`src/rtl/predec_pkg.sv`:
```
package predec_pkg;
  typedef enum logic [2:0] {
    CLS_CTRL  = 3'd0,
    CLS_CMPBR = 3'd1,
    CLS_REG   = 3'd2,
    CLS_MEM   = 3'd3,
    CLS_BAD   = 3'd4
  } fmt_class_e;

  localparam int unsigned INSN_W     = 32;
  localparam int unsigned LEN_W      = 4;
  localparam int unsigned WORD_BYTES = INSN_W / 8;
endpackage

```
`src/rtl/predec_classify.sv`:
```
module predec_classify
  import predec_pkg::*;
(
  input  logic [INSN_W-1:0] word,
  output fmt_class_e        cls,
  output logic              needs_ext
);
  logic [3:0] grp;
  logic [7:0] opc;
  logic [3:0] amode;
  logic       opc_known;
  logic       mode_ext;

  assign grp   = word[31:28];
  assign opc   = word[31:24];
  assign amode = word[13:10];

  always_comb begin
    unique case (grp)
      4'h0, 4'h1:                    cls = CLS_CTRL;
      4'h2, 4'h3:                    cls = CLS_CMPBR;
      4'h5, 4'h6, 4'h7:              cls = CLS_REG;
      4'h8, 4'h9, 4'hA, 4'hB, 4'hC:  cls = CLS_MEM;
      default:                       cls = CLS_BAD;
    endcase
  end

  always_comb begin
    case (opc)
      8'h80, 8'h82, 8'h84, 8'h85, 8'h86, 8'h88, 8'h8A, 8'h8C,
      8'h90, 8'h92, 8'h98, 8'h9A, 8'hA0, 8'hA2, 8'hB0, 8'hB2,
      8'hC0, 8'hC2, 8'hC8, 8'hCA: opc_known = 1'b1;
      default:                    opc_known = 1'b0;
    endcase
  end

  assign mode_ext  = (amode == 4'd5) || (amode >= 4'd12);
  assign needs_ext = (cls == CLS_MEM) && opc_known && mode_ext;
endmodule

```
`src/rtl/predec_seq.sv`:
```
module predec_seq
  import predec_pkg::*;
#(
  parameter int unsigned ADDR_W = 32
) (
  input  logic              clk,
  input  logic              rst_n,
  input  logic              in_valid,
  input  logic [INSN_W-1:0] in_word,
  input  logic [ADDR_W-1:0] in_addr,
  input  logic              slot_free,
  input  logic              needs_ext,
  output logic              in_ready,
  output logic              fire_short,
  output logic              fire_pair,
  output logic [INSN_W-1:0] hold_word,
  output logic [ADDR_W-1:0] hold_addr
);
  logic waiting_q, waiting_d;
  logic take, start_pair;

  assign in_ready   = slot_free;
  assign take       = in_valid && in_ready;
  assign fire_short = take && !waiting_q && !needs_ext;
  assign start_pair = take && !waiting_q && needs_ext;
  assign fire_pair  = take && waiting_q;

  always_comb begin
    waiting_d = waiting_q;
    if (start_pair)     waiting_d = 1'b1;
    else if (fire_pair) waiting_d = 1'b0;
  end

  always_ff @(posedge clk or negedge rst_n) begin
    if (!rst_n) waiting_q <= 1'b0;
    else        waiting_q <= waiting_d;
  end

  always_ff @(posedge clk or negedge rst_n) begin
    if (!rst_n) begin
      hold_word <= '0;
      hold_addr <= '0;
    end else if (start_pair) begin
      hold_word <= in_word;
      hold_addr <= in_addr;
    end
  end
endmodule

```
`src/rtl/instr_predecode.sv`:
```
module instr_predecode
  import predec_pkg::*;
#(
  parameter int unsigned ADDR_W = 32
) (
  input  logic              clk,
  input  logic              rst_n,
  input  logic              in_valid,
  output logic              in_ready,
  input  logic [31:0]       in_word,
  input  logic [ADDR_W-1:0] in_addr,
  output logic              out_valid,
  input  logic              out_ready,
  output logic [ADDR_W-1:0] out_addr,
  output logic [31:0]       out_word0,
  output logic [31:0]       out_word1,
  output logic [3:0]        out_len,
  output logic [2:0]        out_class,
  output logic              out_invalid,
  output logic [ADDR_W-1:0] out_next_addr
);
  localparam logic [LEN_W-1:0] LEN_ONE = LEN_W'(WORD_BYTES);
  localparam logic [LEN_W-1:0] LEN_TWO = LEN_W'(2 * WORD_BYTES);

  fmt_class_e        cls;
  logic              needs_ext, slot_free, fire_short, fire_pair, load;
  logic [INSN_W-1:0] hold_word;
  logic [ADDR_W-1:0] hold_addr;

  logic              vld_q, vld_d;
  logic [ADDR_W-1:0] addr_d, next_d;
  logic [INSN_W-1:0] w0_d, w1_d;
  logic [LEN_W-1:0]  len_d;
  fmt_class_e        cls_d;
  logic              inv_d;

  predec_classify u_cls (
    .word      (in_word),
    .cls       (cls),
    .needs_ext (needs_ext)
  );

  predec_seq #(.ADDR_W(ADDR_W)) u_seq (
    .clk        (clk),
    .rst_n      (rst_n),
    .in_valid   (in_valid),
    .in_word    (in_word),
    .in_addr    (in_addr),
    .slot_free  (slot_free),
    .needs_ext  (needs_ext),
    .in_ready   (in_ready),
    .fire_short (fire_short),
    .fire_pair  (fire_pair),
    .hold_word  (hold_word),
    .hold_addr  (hold_addr)
  );

  assign slot_free = !vld_q || out_ready;
  assign load      = fire_short || fire_pair;

  always_comb begin
    if (fire_pair) begin
      addr_d = hold_addr;
      w0_d   = hold_word;
      w1_d   = in_word;
      len_d  = LEN_TWO;
      cls_d  = CLS_MEM;
      inv_d  = 1'b0;
    end else begin
      addr_d = in_addr;
      w0_d   = in_word;
      w1_d   = '0;
      cls_d  = cls;
      inv_d  = (cls == CLS_BAD);
      len_d  = inv_d ? '0 : LEN_ONE;
    end
    next_d = addr_d + ADDR_W'(len_d);
  end

  always_comb begin
    vld_d = vld_q;
    if (load)           vld_d = 1'b1;
    else if (out_ready) vld_d = 1'b0;
  end

  always_ff @(posedge clk or negedge rst_n) begin
    if (!rst_n) vld_q <= 1'b0;
    else        vld_q <= vld_d;
  end

  always_ff @(posedge clk or negedge rst_n) begin
    if (!rst_n) begin
      out_addr      <= '0;
      out_word0     <= '0;
      out_word1     <= '0;
      out_len       <= '0;
      out_class     <= '0;
      out_invalid   <= 1'b0;
      out_next_addr <= '0;
    end else if (load) begin
      out_addr      <= addr_d;
      out_word0     <= w0_d;
      out_word1     <= w1_d;
      out_len       <= len_d;
      out_class     <= cls_d;
      out_invalid   <= inv_d;
      out_next_addr <= next_d;
    end
  end

  assign out_valid = vld_q;
endmodule

```
`config.mk`:
```
export PLATFORM = sky130hd
export DESIGN_NAME = instr_predecode
export DESIGN_NICKNAME = d
export VERILOG_FILES = /design/src/rtl/predec_pkg.sv /design/src/rtl/predec_classify.sv /design/src/rtl/predec_seq.sv /design/src/rtl/instr_predecode.sv
export SDC_FILE = /design/constraint.sdc
export NUM_CORES = 1
export LEC_CHECK = 0
export BUFFER_PORTS_ARGS = -buffer_cell sky130_fd_sc_hd__buf_4
export CAP_MARGIN = 20
export CORE_MARGIN = 2
export CORE_UTILIZATION = 56
export CTS_BUF_LIST = sky130_fd_sc_hd__clkbuf_8
export CTS_CLUSTER_DIAMETER = 80
export DETAILED_ROUTE_END_ITERATION = 12
export GPL_TIMING_DRIVEN = 0
export PLACE_DENSITY = 0.82
export REMOVE_ABC_BUFFERS = 1
export SLEW_MARGIN = 20
export SYNTH_ARGS = -nofsm -noshare
export SYNTH_HDL_FRONTEND = slang
export SYNTH_SLANG_ARGS = --single-unit
```
`constraint.sdc`:
```
create_clock -name clk -period 4.85 [get_ports clk]
set_clock_uncertainty 0.15 [all_clocks]
set_input_delay 0.485 -clock clk [delete_from_list [all_inputs] [get_ports clk]]
set_output_delay 0.485 -clock clk [all_outputs]
set_load 0.01 [all_outputs]
```
==> out/results.tsv <==
stage	metric	value	unit
critical_path	arrival	4580	ps
hold_path	hold_path_class	primary input to flip-flop	
sta	max_freq	231	MHz
place	dp_cells	1209	
clock_network	clk_pin_slew	100	ps
sta	hold_viol_final	0	
routing	drt-total-wl	22500	um
place	gp_congestion	0.834	
place	io_buffers	203	
synthesis	syn_inst	830	
sta	drv_slew	0	
sta	finalCritPeriodShare	89.1	%
power_and_ir_drop	power.leakage	5.38	nW
place	pre_cts_slack	17.1	ps
grt	antenna_found_initial	0	
synthesis	synth.distinct_cells	64	
clock_network	clockRootBuffer	clkbuf_8	
power_and_ir_drop	fin_total_pwr	3.95	mW
layout	synthToLayoutAreaGrowth	24.2	%
power_and_ir_drop	power_density	350	nW/um^2
place	hpwl	15600	um
grt	grt-ovfl-total	0	
critical_path	startpoint_type	flip-flop	
clock_network	cts_tree	yes	
sta	finalSetupViolCount	0	
clock_network	clock-sinks	198	
sta	tightest_slew	1010	ps
critical_path	crit_path_max_fanout	48	
grt	grt_pass1_wl	36900	um
layout	fin_nets	1083	
synthesis	yosysTopAreaCellShare	54.4	%
critical_path	critPathKind	flip-flop to flip-flop	
synthesis	seq_area_frac_synth	54.4	%
grt	grt_max_degree	101	
routing	firstDrtPassIters	5	
sta	slew_headroom	32.2	%
grt	grt.total_usage	26.5	%
layout	drive_gt1_share	32.4	%
routing	wire_per_inst	18.2	um
clock_network	cts_setup_buffers	0	
critical_path	cp-end-kind	flip-flop	
job	maxCapViolations	0	
clock_network	h-tree-depth	4	
synthesis	yosys.area.top_type	dfrtp_1	
critical_path	cp.required	5110	ps
sta	fin_crit	4320	ps
synthesis	yosys_warnings	0	
outcome	outcome	finished, final reports clean	
floorplan	fp.dieW	131	um
routing	viasPerCell	5.69	
sta	fin_tns_setup	0	ps
floorplan	placeableCoreArea	15900	um^2
synthesis	async_flop_share	100	%
floorplan	rows	46	
layout	instances_no_fill	1241	
layout	antenna_cells	0	
clock_network	cts_buffers	17	
synthesis	postSynthAreaPerCell	11.0	um^2
floorplan	pin_count	206	
layout	final_core_util	71.2	%
sta	fin_ws	529	ps
synthesis	synth.area.top_cells	dfrtp_1 (54%), mux2_2 (7.8%), mux2i_1 (6.0%)	
synthesis	synth_seq_cells	198	
clock_network	clock_path_buffers	2	
routing	detail-route-antenna-nets	0	
floorplan	dieHeight	131	um
synthesis	synth_edf_count	0	
sta	rsz0062_at_grt	no	
floorplan	initial_core_util	57.3	%
routing	drt_iter0_drc	488	
routing	via_count	7064	
grt	grt_pass1_vias	7241	
clock_network	clock_latency	470	ps
synthesis	synth_area	9100	um^2
floorplan	die_area	17300	um^2
power_and_ir_drop	ir_drop	189	uV
synthesis	synth_ff_type	dfrtp_1	
routing	route.detailed.drc	0	
## worst max-delay path: stages (launching register included)
cell	delay (ps)
dfrtp_1	450
nand2_1	440
nor2_8	780
buf_12	280
nand2_1	80
nand2_1	100
ha_1	260
nand3_1	120
o22ai_2	550
nand4_1	340
or4_1	580
nand3_1	100
## area by class of cell
class,instances,area [um^2]
repair buffers,222,1810
flip-flops and latches,198,4950
fillers,1210,4580
clock inverters,14,161
multi-input cells,566,3840
inverters,8,30.0
clock buffers,17,234
well taps,216,270
## sequential cells by signal (all words and copies together) (netlist names)
| signal | flops |
|---|---|
| out_next_addr | 30 |
| u_seq.waiting_q | 1 |
| out_invalid | 1 |
| out_len | 2 |
| u_seq.hold_word | 32 |
| u_seq.hold_addr | 32 |
| out_valid | 1 |
| out_addr | 32 |
| out_word0 | 32 |
| out_class | 3 |
| out_word1 | 32 |
## cell usage after synthesis, types with 3 or more instances
master    count
a21oi_1      17
nand4_1      17
o21ai_1       8
nand2_1     133
mux2i_1      55
a21o_1        5
and4_1        3
o21ai_0      77
a31oi_1       6
xor2_1        8
or4_1         3
or2_2         3
inv_1         7
and2_1        3
buf_6         3
a21boi_0      3
xnor2_1      11
o211ai_1     12
a211o_1       5
mux2_2       63
dfrtp_1     198
buf_2        19
nor3_1        9
buf_4        10
nand3_1      20
a22o_1       30
nor2_1       24
and3_1        7
o31ai_1       3
clkbuf_1     26
## cells by family (layout without fill, tap and decap cells)
| logic type | count (synthesis) | count (layout) | share of synthesized area (%) |
|---|---|---|---|
| and+or+nand+nor | 239 | 239 | 12.6 |
| buffers and inverters | 67 | 261 | 3.68 |
| DFF | 198 | 198 | 54.4 |
| xor gates and xnor gates | 19 | 19 | 1.83 |
| AOI/OAI and AO/OA | 186 | 186 | 13.3 |
| muxes | 118 | 118 | 13.8 |
| adders and majority gates | 2 | 2 | 0.275 |
| other | 1 | 2 | 0.0412 |
## layout by cell type, fill, tap and decap left out, types with 3 or more instances in the layout
cell / count
a211o_1: 5
buf_6: 3
nand2_1: 133
mux2i_1: 54
mux2_2: 63
or2_2: 3
a22o_1: 30
and3_1: 7
o21ai_1: 8
bufinv_16: 3
nor2_1: 22
a31oi_1: 6
and4_1: 3
inv_1: 10
buf_4: 208
buf_12: 6
xnor2_1: 11
nand3_1: 20
o31ai_1: 3
o21ai_0: 77
or4_1: 3
o211ai_1: 12
a21boi_0: 3
nor3_1: 9
clkbuf_8: 17
a21o_1: 5
xor2_1: 8
nand4_1: 17
a21oi_1: 17
dfrtp_1: 198
and2_1: 3
## final timing paths
check,cells after the start,endpoint,start,slack [ps]
setup reg to reg,11,out_next_addr[31],u_seq.waiting_q,530
min in group asynchronous,2,out_next_addr[19],rst_n,240
hold reg to reg,1,u_seq.hold_word[31],u_seq.hold_word[31],330
setup / recovery,11,out_next_addr[31],u_seq.waiting_q,530
max in group asynchronous,3,out_word1[5],rst_n,3600
hold / removal,2,out_word1[7],in_word[7],100
## per-stage QoR
stage               hold WS (ps)  cell area, um^2
finish                      96.4            11300
global route                77.4            11300
CTS                         74.5            11300
detailed placement           130            10900
global placement             304            10600
floorplan                   39.4             8800
## where the power goes
part | leakage, nW | internal [mW] | total [mW] | switching (mW)
logic | 2.65 | 0.416 | 0.821 | 0.404
clock network | 0.206 | 0.504 | 1.08 | 0.577
registers | 2.52 | 1.89 | 2.05 | 0.162
## metal layers
| metal | part of all wire (%) | GRT usage, % | vias up |
|---|---|---|---|
| met3 | 7.3 | 7.91 | 34 |
| li1 | - | - | 3317 |
| met4 | 1.8 | 8.64 | 0 |
| met5 | 0 | 0 | - |
| met2 | 47 | 42.1 | 220 |
| met1 | 43 | 35.1 | 3493 |
## repair_timing
| item | 4_1_cts | 5_1_grt |
|---|---|---|
| gates resized for setup | 0 | 0 |
| hold buffers | 1 | 0 |
| endpoints found under the hold margin | 198 | 0 |
| setup endpoints to repair | 0 | 0 |
Note: power is estimated with default switching activity, not from simulation.
